$ cat src/rtl/rwturn_pkg.sv
package rwturn_pkg;

    localparam int TAIL_W    = 8;
    localparam int DQM_LAT   = 2;
    localparam int GUARD_CYC = 1;
    localparam int CUT_WAIT  = DQM_LAT + GUARD_CYC;

    typedef enum logic [1:0] {
        CMD_NOP    = 2'd0,
        CMD_READ   = 2'd1,
        CMD_WRITE  = 2'd2,
        CMD_BWRITE = 2'd3
    } cmd_e;

    typedef struct packed {
        logic [TAIL_W-1:0] wait_cyc;
        logic              suppress;
    } plan_t;

    function automatic logic is_wr(input cmd_e c);
        return (c == CMD_WRITE) || (c == CMD_BWRITE);
    endfunction

    // tail = cycles until a write could go out with no masking at all
    function automatic plan_t plan_write(input logic [TAIL_W-1:0] tail,
                                         input logic ap_locked);
        plan_t p;
        p.wait_cyc = tail;
        p.suppress = 1'b0;
        if (!ap_locked && (tail > TAIL_W'(CUT_WAIT))) begin
            p.wait_cyc = TAIL_W'(CUT_WAIT);
            p.suppress = 1'b1;
        end
        return p;
    endfunction

endpackage

$ cat src/rtl/rwturn_rdtrack.sv
module rwturn_rdtrack
    import rwturn_pkg::*;
#(
    parameter int BURST = 4
) (
    input  logic              clk,
    input  logic              rst,
    input  logic              rd_issue,
    input  logic              wr_issue,
    input  logic              rd_ap,
    input  logic [1:0]        cas_lat,
    output logic [TAIL_W-1:0] tail,
    output logic              ap_locked
);

    always_ff @(posedge clk) begin
        if (rst) begin
            tail      <= '0;
            ap_locked <= 1'b0;
        end else if (rd_issue) begin
            tail      <= TAIL_W'(cas_lat) + TAIL_W'(BURST);
            ap_locked <= rd_ap;
        end else if (wr_issue) begin
            tail      <= '0;
            ap_locked <= 1'b0;
        end else if (tail != '0) begin
            tail <= tail - 1'b1;
        end
    end


    property tail_drain_p;
        @(posedge clk) disable iff (rst)
        !rd_issue |=> (tail <= $past(tail));
    endproperty
    tail_drain_chk: assert property (tail_drain_p);

endmodule

$ cat src/rtl/rwturn_wrphase.sv
module rwturn_wrphase #(
    parameter int LANES = 4,
    parameter int BURST = 4
) (
    input  logic             clk,
    input  logic             rst,
    input  logic             wr_issue,
    input  logic             bw_issue,
    input  logic             rd_issue,
    input  logic [LANES-1:0] wmask,
    output logic             oe,
    output logic [LANES-1:0] wr_dqm
);

    localparam int CW = $clog2(BURST + 1);

    logic [CW-1:0]    left;
    logic [LANES-1:0] mreg;
    logic             start;

    assign start = wr_issue | bw_issue;

    always_ff @(posedge clk) begin
        if (rst) begin
            left <= '0;
            mreg <= '0;
        end else if (wr_issue) begin
            left <= CW'(BURST - 1);
            mreg <= wmask;
        end else if (bw_issue) begin
            left <= '0;
            mreg <= wmask;
        end else if (rd_issue) begin
            left <= '0;
        end else if (left != '0) begin
            left <= left - 1'b1;
        end
    end

    assign oe = start | (left != '0);

    for (genvar i = 0; i < LANES; i++) begin : g_lane
        assign wr_dqm[i] = start ? wmask[i] : mreg[i];
    end


    property oe_source_p;
        @(posedge clk) disable iff (rst)
        $rose(oe) |-> start;
    endproperty
    oe_source_chk: assert property (oe_source_p);

endmodule

$ cat src/rtl/rwturn_sched.sv
module rwturn_sched
    import rwturn_pkg::*;
#(
    parameter int LANES = 4,
    parameter int BURST = 4
) (
    input  logic             clk,
    input  logic             rst,
    input  logic [1:0]       cas_lat,
    input  logic             req_valid,
    input  logic [1:0]       req_kind,
    input  logic             req_ap,
    input  logic [LANES-1:0] req_mask,
    output logic             req_ready,
    output logic [1:0]       cmd_o,
    output logic             cmd_ap_o,
    output logic [LANES-1:0] dqm_o,
    output logic             dq_oe_o
);

    typedef enum logic {ST_IDLE, ST_HOLD} st_e;

    st_e               st;
    logic [TAIL_W-1:0] cnt;
    cmd_e              pend_kind;
    logic              pend_ap;
    logic              pend_sup;
    logic [LANES-1:0]  pend_mask;

    logic [TAIL_W-1:0] tail;
    logic              ap_locked;
    plan_t             plan;
    cmd_e              req_cmd;
    cmd_e              issue;
    logic              take;
    logic              issue_ap;
    logic              sup_now;
    logic [LANES-1:0]  issue_mask;
    logic              ph_oe;
    logic [LANES-1:0]  ph_dqm;

    assign req_cmd = cmd_e'(req_kind);
    assign take    = !rst && (st == ST_IDLE) && req_valid && (req_cmd != CMD_NOP);
    assign plan    = plan_write(tail, ap_locked);

    always_comb begin
        issue      = CMD_NOP;
        issue_ap   = 1'b0;
        sup_now    = 1'b0;
        issue_mask = req_mask;
        if (st == ST_IDLE) begin
            if (take) begin
                if (req_cmd == CMD_READ) begin
                    issue    = CMD_READ;
                    issue_ap = req_ap;
                end else if (plan.wait_cyc == '0) begin
                    issue    = req_cmd;
                    issue_ap = req_ap;
                end else begin
                    sup_now = plan.suppress;
                end
            end
        end else begin
            issue_mask = pend_mask;
            if (cnt == '0) begin
                issue    = pend_kind;
                issue_ap = pend_ap;
            end else begin
                sup_now = pend_sup;
            end
        end
    end

    always_ff @(posedge clk) begin
        if (rst) begin
            st        <= ST_IDLE;
            cnt       <= '0;
            pend_kind <= CMD_NOP;
            pend_ap   <= 1'b0;
            pend_sup  <= 1'b0;
            pend_mask <= '0;
        end else begin
            case (st)
                ST_IDLE: begin
                    if (take && is_wr(req_cmd) && (plan.wait_cyc != '0)) begin
                        st        <= ST_HOLD;
                        cnt       <= plan.wait_cyc - 1'b1;
                        pend_kind <= req_cmd;
                        pend_ap   <= req_ap;
                        pend_sup  <= plan.suppress;
                        pend_mask <= req_mask;
                    end
                end
                default: begin
                    if (cnt == '0) st  <= ST_IDLE;
                    else           cnt <= cnt - 1'b1;
                end
            endcase
        end
    end

    rwturn_rdtrack #(.BURST(BURST)) u_rdtrack (
        .clk       (clk),
        .rst       (rst),
        .rd_issue  (issue == CMD_READ),
        .wr_issue  (is_wr(issue)),
        .rd_ap     (issue_ap),
        .cas_lat   (cas_lat),
        .tail      (tail),
        .ap_locked (ap_locked)
    );

    rwturn_wrphase #(.LANES(LANES), .BURST(BURST)) u_wrphase (
        .clk      (clk),
        .rst      (rst),
        .wr_issue (issue == CMD_WRITE),
        .bw_issue (issue == CMD_BWRITE),
        .rd_issue (issue == CMD_READ),
        .wmask    (issue_mask),
        .oe       (ph_oe),
        .wr_dqm   (ph_dqm)
    );

    for (genvar i = 0; i < LANES; i++) begin : g_dqm
        assign dqm_o[i] = sup_now | (ph_oe & ph_dqm[i]);
    end

    assign cmd_o     = issue;
    assign cmd_ap_o  = issue_ap;
    assign dq_oe_o   = ph_oe;
    assign req_ready = !rst && (st == ST_IDLE);


    property mask_lead_p;
        @(posedge clk) disable iff (rst)
        (is_wr(issue) && $past(sup_now)) |->
            ($past(dqm_o, 2) == {LANES{1'b1}}) && ($past(dqm_o, 3) == {LANES{1'b1}});
    endproperty
    mask_lead_chk: assert property (mask_lead_p);


    property guard_p;
        @(posedge clk) disable iff (rst)
        (is_wr(issue) && !$past(sup_now)) |-> (tail == '0);
    endproperty
    guard_chk: assert property (guard_p);


    property rd_cut_p;
        @(posedge clk) disable iff (rst)
        (issue == CMD_READ) |=> !dq_oe_o;
    endproperty
    rd_cut_chk: assert property (rd_cut_p);


    property hold_p;
        @(posedge clk) disable iff (rst)
        (st == ST_HOLD && cnt != '0) |-> (cmd_o == 2'd0) && !req_ready && !dq_oe_o;
    endproperty
    hold_chk: assert property (hold_p);

endmodule

$ cat config.mk
export PLATFORM = sky130hd
export DESIGN_NAME = rwturn_sched
export DESIGN_NICKNAME = d
export VERILOG_FILES = /design/src/rtl/rwturn_pkg.sv /design/src/rtl/rwturn_rdtrack.sv /design/src/rtl/rwturn_wrphase.sv /design/src/rtl/rwturn_sched.sv
export SDC_FILE = /design/constraint.sdc
export NUM_CORES = 1
export LEC_CHECK = 0
export BUFFER_PORTS_ARGS = -buffer_cell sky130_fd_sc_hd__buf_2
export CAP_MARGIN = 20
export CORE_AREA = 4 4 68 70
export CTS_CLUSTER_SIZE = 16
export DETAILED_ROUTE_END_ITERATION = 8
export DIE_AREA = 0 0 72 74
export PLACE_DENSITY_LB_ADDON = 0.25
export SETUP_SLACK_MARGIN = 0.1
export SYNTH_ARGS = -nofsm -noshare
export SYNTH_HDL_FRONTEND = slang
export SYNTH_HIERARCHICAL = 1
export SYNTH_SLANG_ARGS = --single-unit
$ cat constraint.sdc
create_clock -name clk -period 2.7 [get_ports clk]
set_clock_uncertainty 0.1 [all_clocks]
set_input_delay 0.54 -clock clk [delete_from_list [all_inputs] [get_ports clk]]
set_output_delay 0.54 -clock clk [all_outputs]
set_load 0.01 [all_outputs]
==> impl_metrics.env <==
export IMPL_antenna_found_initial=0
export IMPL_dr_pass1_iters=4
export IMPL_required_ns=2.06
export IMPL_end_kind="output port"
export IMPL_violations="setup timing"
export IMPL_vias=1887
export IMPL_leakagePower_nw=1.20
export IMPL_initial_core_util_pct=52.5
export IMPL_ys_types=65
export IMPL_synth_top_family_by_area="simple AND/OR/NAND/NOR gates"
export IMPL_holdBufCountCts=0
export IMPL_htree_levels=2
export IMPL_via_per_inst=5.50
export IMPL_synth_sequential_area_ratio_pct=31.7
export IMPL_synth_xor_area_share_pct=2.10
export IMPL_routed_wl_mm=5.00
export IMPL_rsz0062_at_grt="true"
export IMPL_status="finished with violations"
export IMPL_routabilityCongestion=0.787
export IMPL_hold_viol=0
export IMPL_layout_nets=309
export IMPL_cts_tree="done"
export IMPL_irDropWorstVdd_v=0.000590
export IMPL_wl_per_cell_um=14.6
export IMPL_grt_overflow=0
export IMPL_fp_dieW_um=72
export IMPL_finalSetupViolations=11
export IMPL_synth_ff_type="dfxtp_1"
export IMPL_insertion_delay_ns=0.29
export IMPL_grtUsageTotal_pct=19.8
export IMPL_worstSetupPathType="flop to output port"
export IMPL_max_freq_ghz=0.302
export IMPL_cts_root_buf="clkbuf_8"
export IMPL_die_height_um=74
export IMPL_final_cell_mix="36 x buf_4, 31 x dfxtp_1, 21 x nor2_1"
export IMPL_io_pins=21
export IMPL_dp_hpwl_mm=3.49
export IMPL_worst_slack_ns=-0.611
export IMPL_diodes=0
export IMPL_synth_area_mux_share_pct=10.3
export IMPL_grt_max_degree=25
export IMPL_synth_adder_area_share_pct=3.00
export IMPL_syn_inst=235
export IMPL_finalCritPeriodShare_pct=123
export IMPL_drtIter0Drc=111
export IMPL_critical_path_max_stage_delay_ns=0.57
export IMPL_yosysWarnings=6
export IMPL_area_delta_synth_final_pct=29.3
export IMPL_synth_top_area_share_pct=31.7
export IMPL_critical_path_max_fanout=5
export IMPL_slowest_stage="or4_4"
export IMPL_cp_arrival_ns=2.67
export IMPL_hold_ws_ns=0.357
export IMPL_core_um2=3970
export IMPL_synthTopCellsByArea="dfxtp_1 32%, mux2_2 4.3%, nor2_1 4.0%"
export IMPL_drive_gt1_share_pct=36.9
export IMPL_synth_edf_count=0
export IMPL_slew_headroom_pct=68.7
export IMPL_final_common_cell="buf_4"
export IMPL_cts_buffer_depth=2
export IMPL_cts_made_buffers=5
export IMPL_grt_pass1_vias=1812
export IMPL_grt_pass1_wl_mm=8.22
export IMPL_io_buffers=20
export IMPL_power_density_nw_per_um2=1090
export IMPL_drv_cap=0
export IMPL_synth_top_area_cell="dfxtp_1"
export IMPL_die_area_um2=5330
export IMPL_hp_class="flop to flop"
export IMPL_avgSynthCellArea_um2=8.87
export IMPL_worst_slew_pin_slew_ns=0.466
export IMPL_drv_slew=0
export IMPL_min_period_ns=3.31
export IMPL_clock_sinks=33
export IMPL_async_flop_share_pct=0
export IMPL_path_clk_slew_ns=0.08
export IMPL_synth_cell_area_um2=2080
export IMPL_synthSimpleGateAreaFrac_pct=29.4
export IMPL_cp_cell_sequence="or4_4, nor4b_4, a21oi_2, and2_4, nor2_4, mux2_4, a21o_1, buf_2"
export IMPL_fin_tns_setup_ns=-3.38
export IMPL_synth_compound_area_share_pct=19.0
export IMPL_synth_seq_cells=33
export IMPL_syn_num_nets=252
export IMPL_ant_nets=0
export IMPL_cp_start_kind="flop"
export IMPL_route_detailed_drc=0
export IMPL_rows=23
==> power breakdown <==
part	switching [W]	internal (W)	leakage, nW	total [W]
logic	0.000860	0.000851	0.866	0.00171
registers	0.0000623	0.000598	0.270	0.000661
clock network	0.000196	0.000372	0.0687	0.000567
==> through the flow <==
step | std cells | setup slack, ns | area (um^2) | utilization, % | power (W)
6_report | 343 | -0.611 | 2700 | 67.9 | 0.00294
5_1_grt | 343 | -0.721 | 2700 | 67.9 | 0.00314
4_1_cts | 341 | -0.593 | 2650 | 66.7 | 0.00287
3_5_place_dp | 330 | -0.296 | 2470 | 62.3 | 0.00225
3_3_place_gp | 330 | -0.217 | 2470 | 62.3 | 0.00224
2_1_floorplan | 235 | -0.0687 | 2110 | - | 0.00178
==> worst max-delay path, delay by kind of cell, from the launching register on <==
| kind | cells | cell delay (ns) |
|---|---|---|
| flops | 1 | 0.32 |
| compound gates | 2 | 0.28 |
| buf+inv | 1 | 0.13 |
| mux | 1 | 0.33 |
| simple gates | 4 | 1.31 |
==> final cells by class <==
| type | count | area (um^2) |
|---|---|---|
| multi-input combinational | 182 | 1390 |
| fill | 312 | 1280 |
| sequential | 33 | 663 |
| timing repair buffer | 58 | 399 |
| clock buffer | 5 | 68.8 |
| clock inverter | 3 | 68.8 |
| tap | 50 | 62.6 |
| inverter | 12 | 45.0 |
==> Yosys cell counts (2+ instances only) <==
master	instances
nand3_1	3
and2_1	2
mux2i_1	8
nor3b_1	2
dfxtp_1	33
or4_1	2
nor4_1	2
nand2_1	19
nor3_1	7
nor4b_1	2
or4_4	3
xor2_1	3
a211oi_1	3
nand4_1	3
mux2_4	3
a22oi_1	4
nor2_1	22
o21ai_0	6
nand2b_1	5
buf_6	2
mux2_2	8
xnor2_1	2
a21oi_1	14
nor2b_1	4
clkbuf_1	5
o31ai_1	3
o21ai_1	2
inv_1	12
ha_1	5
or3_1	5
a21o_1	5
o211ai_1	3
==> registers in the layout, summed over array words and instances, names as in the netlist <==
name	flops
cnt	8
pend_ap	1
pend_kind	2
pend_mask	4
pend_sup	1
st	1
u_rdtrack/ap_locked	1
u_rdtrack/tail	8
u_wrphase/left	3
u_wrphase/mreg	4
==> layer usage <==
| metal | vias up | wire length (um) | GRT usage (%) |
|---|---|---|---|
| li1 | 973 | - | - |
| met1 | 877 | 2400 | 25.2 |
| met2 | 32 | 2370 | 32.2 |
| met3 | 5 | 164 | 5.68 |
| met4 | 0 | 59 | 6.89 |
| met5 | - | 0 | 0 |
==> final timing paths <==
check,from,end,slack (ns),depth (start not counted)
max,cnt[7],dqm_o[1],-0.61,8
min,pend_sup,pend_sup,0.36,2
min reg2reg,pend_sup,pend_sup,0.36,2
max reg2reg,cnt[7],u_rdtrack/tail[0],-0.20,7
==> cells by family after synthesis <==
group / after synthesis
compound gates: 55
mux: 19
fa+ha+maj: 5
xor+xnor: 5
buf+inv: 20
flops: 33
simple gates: 98
==> what timing repair did <==
item,4_1_cts,5_1_grt
pin swaps,1,3
gates resized for setup,4,6
buffers inserted,3,2
endpoints found under the setup margin,12,16
No activity file was read; power rests on OpenSTA's default activity.
